**src/rtl/mdlns_pkg.sv**
```systemverilog
`timescale 1ns/1ps
package mdlns_pkg;

  localparam int ODD_N = 2;

  typedef struct packed {
    logic signed [31:0] ex;
    logic [31:0]        mant;
  } rom_val_t;

  // Entry for table index idx: low sw bits are the exponent of base0,
  // next sw bits the exponent of base1, both two's complement.
  function automatic rom_val_t mdlns_rom_val(input int idx, input int sw,
                                             input int base0, input int base1,
                                             input int frac);
    int          span;
    int          x0;
    int          x1;
    int          e;
    int          sh;
    logic [127:0] num;
    logic [127:0] den;
    logic [127:0] n2;
    logic [127:0] d2;
    logic [127:0] q;
    rom_val_t     r;
    span = 1 << sw;
    x0 = idx % span;
    if (x0 >= span / 2) x0 = x0 - span;
    x1 = (idx / span) % span;
    if (x1 >= span / 2) x1 = x1 - span;
    num = 128'd1;
    den = 128'd1;
    for (int i = 0; i < ((x0 < 0) ? -x0 : x0); i++) begin
      if (x0 > 0) num = num * 128'(base0);
      else        den = den * 128'(base0);
    end
    for (int i = 0; i < ((x1 < 0) ? -x1 : x1); i++) begin
      if (x1 > 0) num = num * 128'(base1);
      else        den = den * 128'(base1);
    end
    e = 0;
    if (num >= den) begin
      while (num >= (den << (e + 1))) e = e + 1;
    end else begin
      while ((num << (-e)) < den) e = e - 1;
    end
    sh = frac - e;
    if (sh >= 0) begin
      n2 = num << sh;
      d2 = den;
    end else begin
      n2 = num;
      d2 = den << (-sh);
    end
    q = ((n2 << 1) + d2) / (d2 << 1);
    if (q == (128'd2 << frac)) begin
      q = q >> 1;
      e = e + 1;
    end
    r.mant = q[31:0];
    r.ex   = 32'(e);
    return r;
  endfunction

endpackage

```
**src/rtl/mdlns_exp_add.sv**
```systemverilog
`timescale 1ns/1ps
module mdlns_exp_add #(
  parameter int E2_W  = 6,
  parameter int ODD_W = 3,
  parameter int ODD_N = 2,
  localparam int SW   = ODD_W + 1
) (
  input  logic signed [E2_W-1:0]        d_e2,
  input  logic signed [E2_W-1:0]        c_e2,
  input  logic [ODD_N*ODD_W-1:0]        d_eo,
  input  logic [ODD_N*ODD_W-1:0]        c_eo,
  output logic signed [E2_W:0]          sum_e2,
  output logic [ODD_N*SW-1:0]           rom_addr
);

  assign sum_e2 = {d_e2[E2_W-1], d_e2} + {c_e2[E2_W-1], c_e2};

  for (genvar g = 0; g < ODD_N; g++) begin : g_odd
    logic [ODD_W-1:0] da;
    logic [ODD_W-1:0] ca;
    assign da = d_eo[g*ODD_W +: ODD_W];
    assign ca = c_eo[g*ODD_W +: ODD_W];
    assign rom_addr[g*SW +: SW] = {da[ODD_W-1], da} + {ca[ODD_W-1], ca};
  end

endmodule

```
**src/rtl/mdlns_rom.sv**
```systemverilog
`timescale 1ns/1ps
module mdlns_rom
  import mdlns_pkg::*;
#(
  parameter int ODD_W  = 3,
  parameter int BASE0  = 3,
  parameter int BASE1  = 5,
  parameter int MANT_F = 12,
  parameter int REXP_W = 7,
  localparam int SW    = ODD_W + 1,
  localparam int AW    = ODD_N * SW,
  localparam int DEPTH = 1 << AW
) (
  input  logic [AW-1:0]              addr,
  output logic [MANT_F:0]            mant,
  output logic signed [REXP_W-1:0]   rexp
);

  logic [MANT_F:0]   mant_tbl [DEPTH];
  logic [REXP_W-1:0] exp_tbl  [DEPTH];

  for (genvar gi = 0; gi < DEPTH; gi++) begin : g_ent
    localparam rom_val_t V = mdlns_rom_val(gi, SW, BASE0, BASE1, MANT_F);
    assign mant_tbl[gi] = V.mant[MANT_F:0];
    assign exp_tbl[gi]  = V.ex[REXP_W-1:0];
  end

  assign mant = mant_tbl[addr];
  assign rexp = $signed(exp_tbl[addr]);

  // every entry read out carries its leading one
  always_comb begin
    a_r3_rom_normalized: assert (mant[MANT_F] == 1'b1);
  end

endmodule

```
**src/rtl/mdlns_align.sv**
```systemverilog
`timescale 1ns/1ps
module mdlns_align #(
  parameter int MANT_F   = 12,
  parameter int REXP_W   = 7,
  parameter int E2S_W    = 7,
  parameter int ACC_W    = 24,
  parameter int ACC_FRAC = 8,
  localparam int SH_W    = ((REXP_W > E2S_W) ? REXP_W : E2S_W) + 3,
  localparam int WIDE_W  = MANT_F + 1 + ACC_W
) (
  input  logic [MANT_F:0]            mant,
  input  logic signed [REXP_W-1:0]   rexp,
  input  logic signed [E2S_W-1:0]    sum_e2,
  input  logic                       neg,
  input  logic                       zero,
  output logic signed [ACC_W-1:0]    prod
);

  localparam logic [WIDE_W-1:0] PMAX_W = {{(WIDE_W-ACC_W+1){1'b0}}, {(ACC_W-1){1'b1}}};
  localparam logic [SH_W-1:0]   SH_SAT = SH_W'(ACC_W - 1);
  localparam logic signed [SH_W-1:0] SH_OFS = SH_W'(ACC_FRAC - MANT_F);

  logic signed [SH_W-1:0] sh;
  logic [SH_W-1:0]        sh_mag;
  logic [WIDE_W-1:0]      m_ext;
  logic [WIDE_W-1:0]      wide;
  logic [ACC_W-2:0]       mag;
  logic signed [ACC_W-1:0] pos_v;

  assign sh     = SH_W'(rexp) + SH_W'(sum_e2) + SH_OFS;
  assign sh_mag = sh[SH_W-1] ? SH_W'(-sh) : SH_W'(sh);
  assign m_ext  = WIDE_W'(mant);

  always_comb begin
    wide = '0;
    mag  = '0;
    if (zero) begin
      mag = '0;
    end else if (!sh[SH_W-1]) begin
      if (sh_mag >= SH_SAT) begin
        mag = '1;
      end else begin
        wide = m_ext << sh_mag;
        if (wide > PMAX_W) mag = '1;
        else               mag = wide[ACC_W-2:0];
      end
    end else begin
      wide = m_ext >> sh_mag;
      mag  = wide[ACC_W-2:0];
    end
  end

  assign pos_v = {1'b0, mag};
  assign prod  = neg ? -pos_v : pos_v;

endmodule

```
**src/rtl/mdlns_mac_cell.sv**
```systemverilog
`timescale 1ns/1ps
module mdlns_mac_cell
  import mdlns_pkg::*;
#(
  parameter int E2_W     = 6,
  parameter int ODD_W    = 3,
  parameter int BASE0    = 3,
  parameter int BASE1    = 5,
  parameter int MANT_F   = 12,
  parameter int REXP_W   = 7,
  parameter int ACC_W    = 24,
  parameter int ACC_FRAC = 8,
  localparam int SW      = ODD_W + 1,
  localparam int AW      = ODD_N * SW,
  localparam int OX_W    = ODD_N * ODD_W
) (
  input  logic                    clk,
  input  logic                    rst_n,
  input  logic                    clr,
  input  logic                    valid_in,
  input  logic                    d_sign,
  input  logic                    d_zero,
  input  logic [E2_W-1:0]         d_exp2,
  input  logic [OX_W-1:0]         d_expo,
  input  logic                    c_sign,
  input  logic                    c_zero,
  input  logic [E2_W-1:0]         c_exp2,
  input  logic [OX_W-1:0]         c_expo,
  input  logic [ACC_W-1:0]        acc_in,
  output logic                    valid_out,
  output logic [ACC_W-1:0]        acc_out
);

  localparam logic [ACC_W-1:0] ACC_MAX = {1'b0, {(ACC_W-1){1'b1}}};
  localparam logic [ACC_W-1:0] ACC_MIN = {1'b1, {(ACC_W-1){1'b0}}};

  logic signed [E2_W:0]        sum_e2;
  logic [AW-1:0]               rom_addr;
  logic [MANT_F:0]             mant;
  logic signed [REXP_W-1:0]    rexp;
  logic signed [ACC_W-1:0]     prod;
  logic                        prod_neg;
  logic                        prod_zero;
  logic signed [ACC_W:0]       sum_ext;
  logic [ACC_W-1:0]            sum_sat;
  logic                        acc_en;
  logic [ACC_W-1:0]            acc_d;
  logic                        vld_d;
  logic [ACC_W-1:0]            acc_q;
  logic                        vld_q;

  mdlns_exp_add #(.E2_W(E2_W), .ODD_W(ODD_W), .ODD_N(ODD_N)) u_exp_add (
    .d_e2     ($signed(d_exp2)),
    .c_e2     ($signed(c_exp2)),
    .d_eo     (d_expo),
    .c_eo     (c_expo),
    .sum_e2   (sum_e2),
    .rom_addr (rom_addr)
  );

  mdlns_rom #(.ODD_W(ODD_W), .BASE0(BASE0), .BASE1(BASE1),
              .MANT_F(MANT_F), .REXP_W(REXP_W)) u_rom (
    .addr (rom_addr),
    .mant (mant),
    .rexp (rexp)
  );

  assign prod_neg  = d_sign ^ c_sign;
  assign prod_zero = d_zero | c_zero;

  mdlns_align #(.MANT_F(MANT_F), .REXP_W(REXP_W), .E2S_W(E2_W + 1),
                .ACC_W(ACC_W), .ACC_FRAC(ACC_FRAC)) u_align (
    .mant   (mant),
    .rexp   (rexp),
    .sum_e2 (sum_e2),
    .neg    (prod_neg),
    .zero   (prod_zero),
    .prod   (prod)
  );

  // saturating accumulate
  always_comb begin
    sum_ext = $signed({acc_in[ACC_W-1], acc_in}) + $signed({prod[ACC_W-1], prod});
    if (sum_ext[ACC_W] != sum_ext[ACC_W-1]) sum_sat = sum_ext[ACC_W] ? ACC_MIN : ACC_MAX;
    else                                    sum_sat = sum_ext[ACC_W-1:0];
  end

  // next state
  always_comb begin
    acc_en = clr | valid_in;
    vld_d  = valid_in & ~clr;
    acc_d  = clr ? '0 : sum_sat;
  end

  // registers
  always_ff @(posedge clk or negedge rst_n) begin
    if (!rst_n) begin
      acc_q <= '0;
      vld_q <= 1'b0;
    end else begin
      vld_q <= vld_d;
      if (acc_en) acc_q <= acc_d;
    end
  end

  assign acc_out   = acc_q;
  assign valid_out = vld_q;

  a_r9_clear: assert property (@(posedge clk) disable iff (!rst_n)
    clr |=> (acc_out == '0) && !valid_out);

  a_r8_valid_follow: assert property (@(posedge clk) disable iff (!rst_n)
    !clr |=> valid_out == $past(valid_in));

  a_r8_hold: assert property (@(posedge clk) disable iff (!rst_n)
    (!clr && !valid_in) |=> $stable(acc_out));

  a_r5_zero_pass: assert property (@(posedge clk) disable iff (!rst_n)
    (valid_in && !clr && (d_zero || c_zero)) |=> acc_out == $past(acc_in));

  a_r7_no_wrap_pos: assert property (@(posedge clk) disable iff (!rst_n)
    (valid_in && !clr && !acc_in[ACC_W-1] && !prod[ACC_W-1]) |=> !acc_out[ACC_W-1]);

  a_r7_no_wrap_neg: assert property (@(posedge clk) disable iff (!rst_n)
    (valid_in && !clr && acc_in[ACC_W-1] && prod[ACC_W-1]) |=> acc_out[ACC_W-1]);

endmodule

```
**config.mk**
```make
export PLATFORM = sky130hd
export DESIGN_NAME = mdlns_mac_cell
export DESIGN_NICKNAME = d
export VERILOG_FILES = /design/src/rtl/mdlns_pkg.sv /design/src/rtl/mdlns_exp_add.sv /design/src/rtl/mdlns_rom.sv /design/src/rtl/mdlns_align.sv /design/src/rtl/mdlns_mac_cell.sv
export SDC_FILE = /design/constraint.sdc
export NUM_CORES = 1
export LEC_CHECK = 0
export ABC_AREA = 1
export BUFFER_PORTS_ARGS = -buffer_cell sky130_fd_sc_hd__buf_4
export CORE_MARGIN = 2
export CORE_UTILIZATION = 59
export CTS_BUF_LIST = sky130_fd_sc_hd__clkbuf_2
export CTS_CLUSTER_SIZE = 28
export DETAILED_ROUTE_END_ITERATION = 6
export PLACE_DENSITY = 0.8
export RECOVER_POWER = 25
export SYNTH_ARGS = -nofsm -noshare
export SYNTH_HDL_FRONTEND = slang
export SYNTH_HIERARCHICAL = 1
export SYNTH_SLANG_ARGS = --single-unit
```
**constraint.sdc**
```tcl
create_clock -name clk -period 0.8 [get_ports clk]
set_input_delay 0.16 -clock clk [delete_from_list [all_inputs] [get_ports clk]]
set_output_delay 0.16 -clock clk [all_outputs]
set_load 0.02 [all_outputs]
```
==> flow_metrics.tcl, run 1 <==
set metrics [dict create \
    cts_made_buffers 3 \
    htree_levels 1 \
    ys.flop_type "dfrtp_1" \
    error "[ERROR GRT-0116] Global routing finished with congestion. Check the congestion regions in the DRC Viewer." \
    rows 52 \
    first_global_vias 25700 \
    status "did not finish" \
    place.gp.congestion 1.40 \
    yosysWarnings 6 \
    synthTopCellsByCount "nand2_1 (959), nand3_1 (352), inv_1 (214), nor2_1 (189), a21oi_1 (96)" \
    synth_top_area_cell "nand2_1" \
    port_buffers 80 \
    synth_nets 2528 \
    synthTopCellsByArea "nand2_1 (30%), nand3_1 (15%), ha_1 (7.6%)" \
    cts.sinks 25 \
    ys_types 52 \
    synth.cell_area_um2 12100 \
    io_pins 81 \
    ys_seq_area_frac 0.0518 \
    synth_top_area_frac 0.298 \
    avgSynthCellArea_um2 5.04 \
    grt_max_degree 32 \
    syn-instance-count 2394 \
    synthArstFlopShare 1.00 \
    cts_root_buf "clkbuf_2" \
    clockBufferDepth 2 \
    hpwl_mm 45.8 \
    initial_utilization 0.599 \
    grt_pass1_wl_mm 155 \
    synth_edf_count 0 \
    haltStage "global routing (5_1_grt)" \
    yosysMostFrequentCell "nand2_1" \
    die_h_um 147 \
    grt_use_total 0.929 \
    gr-total-overflow 1616 \
    synth_seq_cells 25 \
    fp.dieW_um 147 \
]
through the flow:
step / cell area, um^2 / setup slack (ps) / utilization / cells
after CTS: 18400 / -6700 / 0.910 / 3252
after floorplan: 12300 / -6580 / - / 2394
after global placement: 16800 / -7130 / 0.835 / 3169
after detailed placement: 16800 / -7480 / 0.835 / 3169
routing by layer:
layer | GRT overflow | global-route usage
met1 | 496 | 0.942
met2 | 637 | 1.06
met3 | 243 | 0.861
met4 | 203 | 0.788
met5 | 37 | 0.686
timing repair:
item | 4_1_cts
hold buffers | 2
hold endpoints to repair | 26
setup buffers | 68
endpoints found under the setup margin | 49
gates resized for setup | 199
pin swaps | 68
cloned | 9
logic make-up after synthesis:
family,count (synthesis),synth area share
AND/OR/NAND/NOR,1654,0.591
flip-flops,25,0.0518
adder cells (fa/ha/maj),78,0.0839
other,1,0.000311
AO/OA/AOI/OAI,257,0.121
buffers and inverters,343,0.123
XOR/XNOR,36,0.0298
==> inputs of run 2 (changes only) <==
- CORE_UTILIZATION: 59 -> 40
- CTS_BUF_LIST: sky130_fd_sc_hd__clkbuf_2 -> not set
- CTS_CLUSTER_SIZE: 28 -> not set
- PLACE_DENSITY: 0.8 -> not set
- PLACE_DENSITY_LB_ADDON: not set -> 0.15
- clock period: 0.8 -> 1.05 ns (I/O delays scaled with it)
==> run 2 against run 1 <==
The flow now finishes, with violations (design-rule violations, negative setup slack). Synthesized area unchanged. Synthesized cell count unchanged.
==> flow_metrics.tcl, run 2 <==
set metrics [dict create \
    dr.max_layer_used "met4" \
    antennaDiodeCount 0 \
    synth.cell_area_um2 12100 \
    holdWs_ps 155 \
    grt_max_degree 37 \
    drtIter0Drc 2566 \
    clk_pin_slew_ps 70 \
    cp-end-kind "flip-flop" \
    synth-compound-area-share 0.121 \
    drt-met1-wl_mm 26.9 \
    rows 63 \
    drv_cap 0 \
    die_h_um 178 \
    muxShareOfSynthArea 0 \
    finalSetupViolations 24 \
    first_global_vias 18300 \
    slew_violations 0 \
    htree_levels 1 \
    fp.dieW_um 178 \
    synth_xor_area_frac 0.0298 \
    initial_utilization 0.406 \
    viasPerCell 5.81 \
    period_share 7.65 \
    synth_top_area_cell "nand2_1" \
    wire_per_inst_um 20.2 \
    die-area_um2 31600 \
    final_cell_mix "nand2_1 (850), buf_4 (652), nand3_1 (308)" \
    clockBufferDepth 2 \
    tightestPinTransition_ps 601 \
    fillers 2800 \
    cts_root_buf "clkbuf_16" \
    arrival_ps 8230 \
    dr_total_vias 19700 \
    violations "design-rule violations, negative setup slack" \
    grt_pass1_wl_mm 102 \
    synth_top_area_frac 0.298 \
    largest_register_ffs 24 \
    synth_edf_count 0 \
    drtAntennaViolNets 0 \
    synth_seq_cells 25 \
    rsz0062_at_grt "yes" \
    synthTopCellsByArea "nand2_1 (30%), nand3_1 (15%), ha_1 (7.6%)" \
    route.met3.wl_mm 8.04 \
    cts_tree "yes" \
    clk_latency_ps 260 \
    met2_length_mm 29.2 \
    io_pins 81 \
    ys.flop_type "dfrtp_1" \
    areaGrowthSynthToFinish_pct 60.8 \
    cts.sinks 25 \
    yosysMostFrequentCell "nand2_1" \
    final_common_cell "nand2_1" \
    status "complete, but fails checks" \
    syn-instance-count 2394 \
    synth_nets 2528 \
    avgSynthCellArea_um2 5.04 \
    antenna_found_initial 0 \
    synth_top_family_by_area "simple AND/OR/NAND/NOR gates" \
    worst_path_most_repeated_cell "nand2_2" \
    clock_skew_ps 0 \
    fmax_ghz 0.124 \
    hold_viol_final 0 \
    layout-drive-gt1-share 0.353 \
    core_area_um2 29700 \
    ys_types 52 \
    path_class "input port to flip-flop" \
    drc 15 \
    fin_ws_ps -6990 \
    yosysWarnings 6 \
    critical_path.slowest_cell "fa_2" \
    gr-total-overflow 0 \
    worstPathRequired_ps 1250 \
    grt_use_total 0.415 \
    cp-start-kind "input port" \
    drt_pass1_iterations 7 \
    place.gp.congestion 1.13 \
    worstHoldPathType "input port to flip-flop" \
    yosys.area_share.simple 0.591 \
    synthTopCellsByCount "nand2_1 (959), nand3_1 (352), inv_1 (214), nor2_1 (189), a21oi_1 (96)" \
    synth_fa_ha_area_frac 0.0839 \
    ys_seq_area_frac 0.0518 \
    slew_headroom 0.599 \
    port_buffers 80 \
    period_needed_ps 8040 \
    cpPeakStageDelay_ps 570 \
    worstPathMaxFanout 7 \
    synthArstFlopShare 1.00 \
    final_util 0.653 \
    hpwl_mm 51.9 \
    cts_made_buffers 3 \
    dp_worst_setup_slack_ps -7600 \
    nets 3136 \
    wl_mm 68.6 \
]
==> run 2: what timing repair did <==
action | 4_1_cts | 5_1_grt
pin swaps | 92 | 66
gates resized for setup | 207 | 124
hold buffers | 1 | 0
endpoints found under the setup margin | 24 | 24
setup buffers | 47 | 20
endpoints found under the hold margin | 25 | 0
gates cloned | 9 | 4
==> run 2: cell families after synthesis <==
family,Yosys count
XOR/XNOR,36
buffers and inverters,343
flip-flops,25
other,1
AO/OA/AOI/OAI,257
adder cells (fa/ha/maj),78
AND/OR/NAND/NOR,1654
==> run 2: worst max-delay path, delay by kind of cell <==
family,cells,cell delay [ps]
compound gates,3,660
simple gates,41,4230
fa+ha+maj,8,2370
buf+inv,6,750
==> run 2: stage by stage <==
| step | cell area (um^2) | cells | TNS (ps) |
|---|---|---|---|
| 6_report | 19400 | 3391 | -165880 |
| 5_1_grt | 19400 | 3391 | -174340 |
| 4_1_cts | 18700 | 3368 | -155810 |
| 3_5_place_dp | 17300 | 3308 | -180980 |
| 3_3_place_gp | 17300 | 3308 | -178920 |
| 2_1_floorplan | 12300 | 2394 | -152430 |
==> run 2: path summary, 6_finish.rpt <==
kind / startpoint / to / slack [ps] / cells after the start
max in group asynchronous: rst_n / acc_out[21] / 170 / 2
setup / recovery: d_expo[0] / acc_out[14] / -6990 / 58
hold / removal: clr / valid_out / 160 / 2
setup reg to reg: acc_out[4] / acc_out[4] / 400 / 2
min in group asynchronous: rst_n / acc_out[17] / 490 / 2
hold reg to reg: acc_out[17] / acc_out[17] / 480 / 2
==> run 2: final cells by class <==
| type | count | area (um^2) | share of cell area |
|---|---|---|---|
| Timing Repair Buffer | 714 | 5920 | 0.305 |
| Multi-Input combinational cell | 2032 | 11400 | 0.589 |
| Sequential cell | 25 | 626 | 0.0322 |
| Tap cell | 390 | 488 | 0.0251 |
| Clock inverter | 1 | 7.51 | 0.000387 |
| Inverter | 226 | 865 | 0.0445 |
| Clock buffer | 3 | 75.1 | 0.00387 |
==> run 2: metal layers <==
layer | vias up | track usage
li1 | 9017 | -
met1 | 8945 | 0.546
met2 | 1418 | 0.654
met3 | 323 | 0.0705
met4 | 0 | 0.201
met5 | - | 0
Power of run 2 is left out: the tool's default activity adds up to more than one toggle a clock period on the data nets, which glitch-free logic cannot reach.
